**src/rtl/async_rx_pkg.sv**
```systemverilog
package async_rx_pkg;

  typedef enum logic [2:0] {
    RX_IDLE  = 3'd0,
    RX_START = 3'd1,
    RX_DATA  = 3'd2,
    RX_PAR   = 3'd3,
    RX_STOP  = 3'd4
  } rx_state_e;

  // Clocks per bit for a factor code; code 00 is treated as x1.
  function automatic logic [6:0] bit_period(input logic [1:0] fac);
    case (fac)
      2'b10:   bit_period = 7'd16;
      2'b11:   bit_period = 7'd64;
      default: bit_period = 7'd1;
    endcase
  endfunction

endpackage

```
**src/rtl/rx_line_sync.sv**
```systemverilog
module rx_line_sync #(
  parameter int STAGES = 2
) (
  input  logic clk,
  input  logic rst_n,
  input  logic line_in,
  output logic line_s,
  output logic line_fall
);
  logic [STAGES-1:0] pipe;
  logic              last_q;

  always_ff @(posedge clk or negedge rst_n) begin
    if (!rst_n) begin
      pipe   <= '1;
      last_q <= 1'b1;
    end else begin
      pipe   <= {pipe[STAGES-2:0], line_in};
      last_q <= pipe[STAGES-1];
    end
  end

  assign line_s    = pipe[STAGES-1];
  assign line_fall = last_q & ~pipe[STAGES-1];
endmodule

```
**src/rtl/rx_frame_fsm.sv**
```systemverilog
module rx_frame_fsm
  import async_rx_pkg::*;
#(
  parameter int DATA_W = 8
) (
  input  logic              clk,
  input  logic              rst_n,
  input  logic              line_s,
  input  logic              line_fall,
  input  logic [1:0]        char_len,
  input  logic              par_en,
  input  logic              par_even,
  input  logic [1:0]        clk_fac,
  input  logic              rx_en,
  output logic              done,
  output logic [DATA_W-1:0] frame_data,
  output logic              frame_pe,
  output logic              frame_fe
);
  localparam int IDX_W = $clog2(DATA_W);

  rx_state_e        state;
  logic [6:0]       cnt;
  logic [IDX_W-1:0] bidx;
  logic             pbit;
  logic [6:0]       period;
  logic [6:0]       half;
  logic [IDX_W-1:0] last_idx;

  assign period   = bit_period(clk_fac);
  assign half     = period >> 1;
  assign last_idx = IDX_W'(char_len) + IDX_W'(4);

  always_ff @(posedge clk or negedge rst_n) begin
    if (!rst_n) begin
      state      <= RX_IDLE;
      cnt        <= '0;
      bidx       <= '0;
      pbit       <= 1'b0;
      done       <= 1'b0;
      frame_data <= '0;
      frame_pe   <= 1'b0;
      frame_fe   <= 1'b0;
    end else begin
      done <= 1'b0;
      if (!rx_en) begin
        state <= RX_IDLE;
      end else begin
        case (state)
          RX_IDLE: if (line_fall) begin
            frame_data <= '0;
            bidx       <= '0;
            if (period == 7'd1) begin
              state <= RX_DATA;
              cnt   <= '0;
            end else begin
              state <= RX_START;
              cnt   <= half - 7'd1;
            end
          end
          RX_START: begin
            if (cnt == '0) begin
              if (!line_s) begin
                state <= RX_DATA;
                cnt   <= period - 7'd1;
              end else begin
                state <= RX_IDLE;
              end
            end else cnt <= cnt - 7'd1;
          end
          RX_DATA: begin
            if (cnt == '0) begin
              frame_data[bidx] <= line_s;
              cnt              <= period - 7'd1;
              if (bidx == last_idx) state <= par_en ? RX_PAR : RX_STOP;
              else bidx <= bidx + 1'b1;
            end else cnt <= cnt - 7'd1;
          end
          RX_PAR: begin
            if (cnt == '0) begin
              pbit  <= line_s;
              state <= RX_STOP;
              cnt   <= period - 7'd1;
            end else cnt <= cnt - 7'd1;
          end
          RX_STOP: begin
            if (cnt == '0) begin
              done     <= 1'b1;
              frame_fe <= ~line_s;
              frame_pe <= par_en & (^frame_data ^ pbit ^ ~par_even);
              state    <= RX_IDLE;
            end else cnt <= cnt - 7'd1;
          end
          default: state <= RX_IDLE;
        endcase
      end
    end
  end


  start_confirm_chk: assert property (@(posedge clk) disable iff (!rst_n)
    (state == RX_DATA && $past(state) == RX_START) |-> !$past(line_s));


  enable_gate_chk: assert property (@(posedge clk) disable iff (!rst_n)
    (!$past(rx_en)) |-> (state == RX_IDLE && !done));
endmodule

```
**src/rtl/rx_buffer_status.sv**
```systemverilog
module rx_buffer_status #(
  parameter int DATA_W = 8
) (
  input  logic              clk,
  input  logic              rst_n,
  input  logic              done,
  input  logic [DATA_W-1:0] frame_data,
  input  logic              frame_pe,
  input  logic              frame_fe,
  input  logic              rx_ready,
  input  logic              err_clr,
  output logic [DATA_W-1:0] rx_data,
  output logic              rx_valid,
  output logic              pe_flag,
  output logic              oe_flag,
  output logic              fe_flag
);
  logic take;
  assign take = rx_valid & rx_ready;

  always_ff @(posedge clk or negedge rst_n) begin
    if (!rst_n) begin
      rx_data  <= '0;
      rx_valid <= 1'b0;
      pe_flag  <= 1'b0;
      oe_flag  <= 1'b0;
      fe_flag  <= 1'b0;
    end else begin
      if (done) begin
        rx_data  <= frame_data;
        rx_valid <= 1'b1;
      end else if (take) begin
        rx_valid <= 1'b0;
      end
      pe_flag <= (pe_flag & ~err_clr) | (done & frame_pe);
      fe_flag <= (fe_flag & ~err_clr) | (done & frame_fe);
      oe_flag <= (oe_flag & ~err_clr) | (done & rx_valid & ~rx_ready);
    end
  end


  overrun_cause_chk: assert property (@(posedge clk) disable iff (!rst_n)
    $rose(oe_flag) |-> $past(rx_valid));


  pe_sticky_chk: assert property (@(posedge clk) disable iff (!rst_n)
    $fell(pe_flag) |-> $past(err_clr));


  fe_sticky_chk: assert property (@(posedge clk) disable iff (!rst_n)
    $fell(fe_flag) |-> $past(err_clr));


  valid_source_chk: assert property (@(posedge clk) disable iff (!rst_n)
    $rose(rx_valid) |-> $past(done));
endmodule

```
**src/rtl/async_rx_core.sv**
```systemverilog
module async_rx_core #(
  parameter int DATA_W      = 8,
  parameter int SYNC_STAGES = 2
) (
  input  logic              clk,
  input  logic              rst_n,
  input  logic              rxd,
  input  logic [1:0]        char_len,
  input  logic              par_en,
  input  logic              par_even,
  input  logic [1:0]        clk_fac,
  input  logic              rx_en,
  input  logic              err_clr,
  output logic [DATA_W-1:0] rx_data,
  output logic              rx_valid,
  input  logic              rx_ready,
  output logic              pe_flag,
  output logic              oe_flag,
  output logic              fe_flag
);
  logic              line_s, line_fall;
  logic              done, f_pe, f_fe;
  logic [DATA_W-1:0] f_data;

  rx_line_sync #(.STAGES(SYNC_STAGES)) u_sync (
    .clk(clk), .rst_n(rst_n), .line_in(rxd),
    .line_s(line_s), .line_fall(line_fall)
  );

  rx_frame_fsm #(.DATA_W(DATA_W)) u_fsm (
    .clk(clk), .rst_n(rst_n), .line_s(line_s), .line_fall(line_fall),
    .char_len(char_len), .par_en(par_en), .par_even(par_even),
    .clk_fac(clk_fac), .rx_en(rx_en), .done(done),
    .frame_data(f_data), .frame_pe(f_pe), .frame_fe(f_fe)
  );

  rx_buffer_status #(.DATA_W(DATA_W)) u_buf (
    .clk(clk), .rst_n(rst_n), .done(done), .frame_data(f_data),
    .frame_pe(f_pe), .frame_fe(f_fe), .rx_ready(rx_ready),
    .err_clr(err_clr), .rx_data(rx_data), .rx_valid(rx_valid),
    .pe_flag(pe_flag), .oe_flag(oe_flag), .fe_flag(fe_flag)
  );
endmodule

```
**config.mk**
```make
export PLATFORM = sky130hd
export DESIGN_NAME = async_rx_core
export DESIGN_NICKNAME = d
export VERILOG_FILES = /design/src/rtl/async_rx_pkg.sv /design/src/rtl/rx_line_sync.sv /design/src/rtl/rx_frame_fsm.sv /design/src/rtl/rx_buffer_status.sv /design/src/rtl/async_rx_core.sv
export SDC_FILE = /design/constraint.sdc
export NUM_CORES = 1
export LEC_CHECK = 0
export BUFFER_PORTS_ARGS = -buffer_cell sky130_fd_sc_hd__clkbuf_2
export CORE_MARGIN = 8
export CORE_UTILIZATION = 54
export CTS_BUF_LIST = sky130_fd_sc_hd__clkbuf_4
export DETAILED_ROUTE_END_ITERATION = 7
export MAX_ROUTING_LAYER = met4
export PLACE_DENSITY = 0.83
export SLEW_MARGIN = 20
export SYNTH_ARGS = -nofsm -noshare
export SYNTH_HDL_FRONTEND = slang
export SYNTH_SLANG_ARGS = --single-unit
export TNS_END_PERCENT = 5
```
**constraint.sdc**
```tcl
create_clock -name clk -period 2.13 [get_ports clk]
set_clock_uncertainty 0.15 [all_clocks]
set_input_delay 0.426 -clock clk [delete_from_list [all_inputs] [get_ports clk]]
set_output_delay 0.426 -clock clk [all_outputs]
set_load 0.01 [all_outputs]
```
==> results_dict.tcl <==
set metrics [dict create \
    outcome "finished, violations left" \
    violations "negative setup slack" \
    num_vias 1902 \
    setup_ws_ns -0.0475 \
    async_flop_share_pct 100 \
    rows 23 \
    start_kind "flop" \
    syn2layout_area_growth_pct 28.8 \
    drive_gt1_share_pct 37.9 \
    final_common_cell "dfrtp_1" \
    synth_seq_area_share_pct 46.6 \
    arrival_ns 2.28 \
    grt_use_total_pct 17.0 \
    avgSynthCellArea_um2 9.77 \
    cts.sinks 40 \
    clkLatencyLatePin_ns 0.35 \
    insertedDiodeCount 0 \
    final-setup-viol-count 7 \
    grt_pass1_vias 1788 \
    first_pass_iters 4 \
    ir_drop_v 0.000513 \
    fin_hold_ws_ns 0.194 \
    antenna_found_initial 0 \
    synth_seq_cells 40 \
    syn_nets 236 \
    period_needed_ns 2.18 \
    grt_max_degree 41 \
    wl_per_cell_um 16.1 \
    path_class "flop to flop" \
    worstSetupEndpointType "flop" \
    drc 0 \
    cp_max_fo 3 \
    crit_path_top_delay_cell "or4b_4" \
    yosys_warnings 0 \
    initial_core_util_pct 55.1 \
    ios 24 \
    grt_pass1_wl_um 8210 \
    mostFrequentLayoutCells "dfrtp_1 (37), buf_4 (33), clkbuf_2 (23)" \
    hold_path_class "primary input to flop" \
    post-route-period-util_pct 102 \
    max_freq_ghz 0.459 \
    required_ns 2.23 \
    gp_congestion 0.979 \
    cts.htree.levels 2 \
    yosys_most_used_dff "dfrtp_1" \
    report.power.total_mw 2.23 \
    tightest_slew_ns 0.487 \
    cts_root_buf "clkbuf_4" \
    hold_viol_final 0 \
    gr-total-overflow 0 \
    relSlewSlack_pct 67.5 \
    leakage_nw 1.28 \
    core_area_um2 3910 \
    nets 294 \
    postSynthCellCount 221 \
    die_w_um 79.2 \
    die_area_um2 6280 \
    cap_viol_max_count 0 \
    cts_buffers 5 \
    io_buffers 23 \
    final_util_pct 71.0 \
    die_h_um 79.2 \
    cp_cell_sequence "inv_2, ha_4, or4b_4, nor3_4, a21oi_1, nand2b_4, mux2_4" \
    synth_edf_count 0 \
    viasPerCell 5.76 \
    synth_cell_types 52 \
    cts.reportedPaths.clkPinSlew_ns 0.13 \
    cts_tree "built" \
    rsz0062_at_grt "true" \
    clock_path_buffers 2 \
    critPathBufInv 1 \
    drt_wl_total_um 5320 \
    syn-cell-area_um2 2160 \
    hpwl_um 3750 \
    finalMaxSlewViolations 0 \
    drtIter0Drc 82 \
    max_stage_delay_ns 0.51 \
    cpLargestDelayFamily "simple AND/OR/NAND/NOR gates" \
    p_per_area_nw_per_um2 802 \
    drtAntennaViolNets 0 \
]
## worst paths after layout
kind | slack, ns | from | end | cells after the start
setup / recovery | -0.05 | u_fsm.cnt[1]$_DFFE_PN0P_ | u_fsm.bidx[0]$_DFFE_PN0P_ | 7
hold / removal | 0.19 | rx_ready | u_buf.rx_valid$_DFFE_PN0P_ | 3
setup reg to reg | -0.05 | u_fsm.cnt[1]$_DFFE_PN0P_ | u_fsm.bidx[0]$_DFFE_PN0P_ | 7
hold reg to reg | 0.22 | u_sync.pipe[0]$_DFF_PN1_ | u_sync.pipe[1]$_DFF_PN1_ | 0
max in group asynchronous | 0.97 | rst_n | u_sync.pipe[0]$_DFF_PN1_ | 3
min in group asynchronous | 0.50 | rst_n | u_fsm.done$_DFF_PN0_ | 3
## power breakdown
part	leakage, nW	switching, mW	total [mW]	internal (mW)
Clock	0.0418	0.270	0.521	0.251
Sequential	0.536	0.0760	0.907	0.831
Combinational	0.706	0.426	0.803	0.377
## state kept, by name, summed over array words and instances (netlist names)
register          flops
u_buf.rx_valid        1
u_fsm.pbit            1
u_buf.pe_flag         1
u_buf.oe_flag         1
u_fsm.done            1
u_buf.rx_data         8
u_fsm.state           3
u_sync.last_q         1
u_fsm.frame_fe        1
u_sync.pipe           2
u_buf.fe_flag         1
u_fsm.frame_data      8
u_fsm.cnt             7
u_fsm.bidx            3
u_fsm.frame_pe        1
## Yosys cell counts, types with 2 or more instances
master	instances	area, µm²
dfstp_2	3	78.8
a22o_1	3	26.3
o21ai_0	6	30.0
o22a_1	2	17.5
ha_1	3	37.5
xnor2_1	10	87.6
mux2_2	8	90.1
nand2_1	10	37.5
mux2_4	2	30.0
nand2b_1	5	31.3
nand3b_1	2	15.0
or2_1	2	12.5
o41ai_1	2	17.5
inv_1	12	45.0
a31oi_1	5	31.3
nand4_1	2	12.5
o21ai_1	20	100
dfrtp_1	37	926
nand4b_1	2	17.5
nor2_1	20	75.1
o31ai_1	4	30.0
or3_1	2	12.5
nand3_1	8	40.0
a21oi_1	10	50.1
buf_2	2	10.0
a211oi_1	3	22.5
nor3_1	6	30.0
xor2_1	2	17.5
clkbuf_1	5	18.8
## logic make-up (layout without fill, tap and decap cells)
logic type	after synthesis	count (layout)	share of synthesized area, %
flip-flops	40	40	46.6
AO/OA/AOI/OAI	66	66	20.0
AND/OR/NAND/NOR	68	68	17.0
XOR/XNOR	12	12	4.87
buffers and inverters	21	80	3.77
multiplexers	11	11	6.03
adder cells (fa/ha/maj)	3	3	1.74
## worst reg2reg max path, stage by stage (launching register included)
cell and delay (ns):
dfrtp_1 0.41, inv_2 0.09, ha_4 0.13, or4b_4 0.51, nor3_4 0.20, a21oi_1 0.12
nand2b_4 0.18, mux2_4 0.29
## routing by layer
layer	GRT usage (%)	up-vias	wire length, µm
met5	-	-	0
met4	4.81	0	55
met3	4.63	6	328
met2	28.8	57	2760
met1	19.1	920	2170
li1	-	919	-
## final cells by class
cell class / count / area [µm²]
Clock buffer: 5 / 37.5
Clock inverter: 3 / 46.3
Fill cell: 282 / 1130
Inverter: 13 / 48.8
Multi-Input combinational cell: 160 / 1190
Sequential cell: 40 / 1000
Tap cell: 50 / 62.6
Timing Repair Buffer: 59 / 394
## what timing repair did
action | CTS | global route
pin swaps | 8 | 8
setup buffers | 4 | 6
endpoints found under the hold margin | 38 | 0
endpoints found under the setup margin | 17 | 19
hold buffers | 2 | 0
resized for setup | 12 | 13
## stage by stage
step	TNS, ns	cell area [µm²]	setup slack [ns]	cells
detailed placement	-0.773	2480	-0.168	310
global placement	-0.00816	2480	-0.00816	310
floorplan	-0.00526	2160	-0.00263	221
finish	-0.187	2780	-0.0475	330
global route	-0.791	2780	-0.122	330
CTS	-0.295	2660	-0.0782	324
Power figures use the tool's default switching activity.
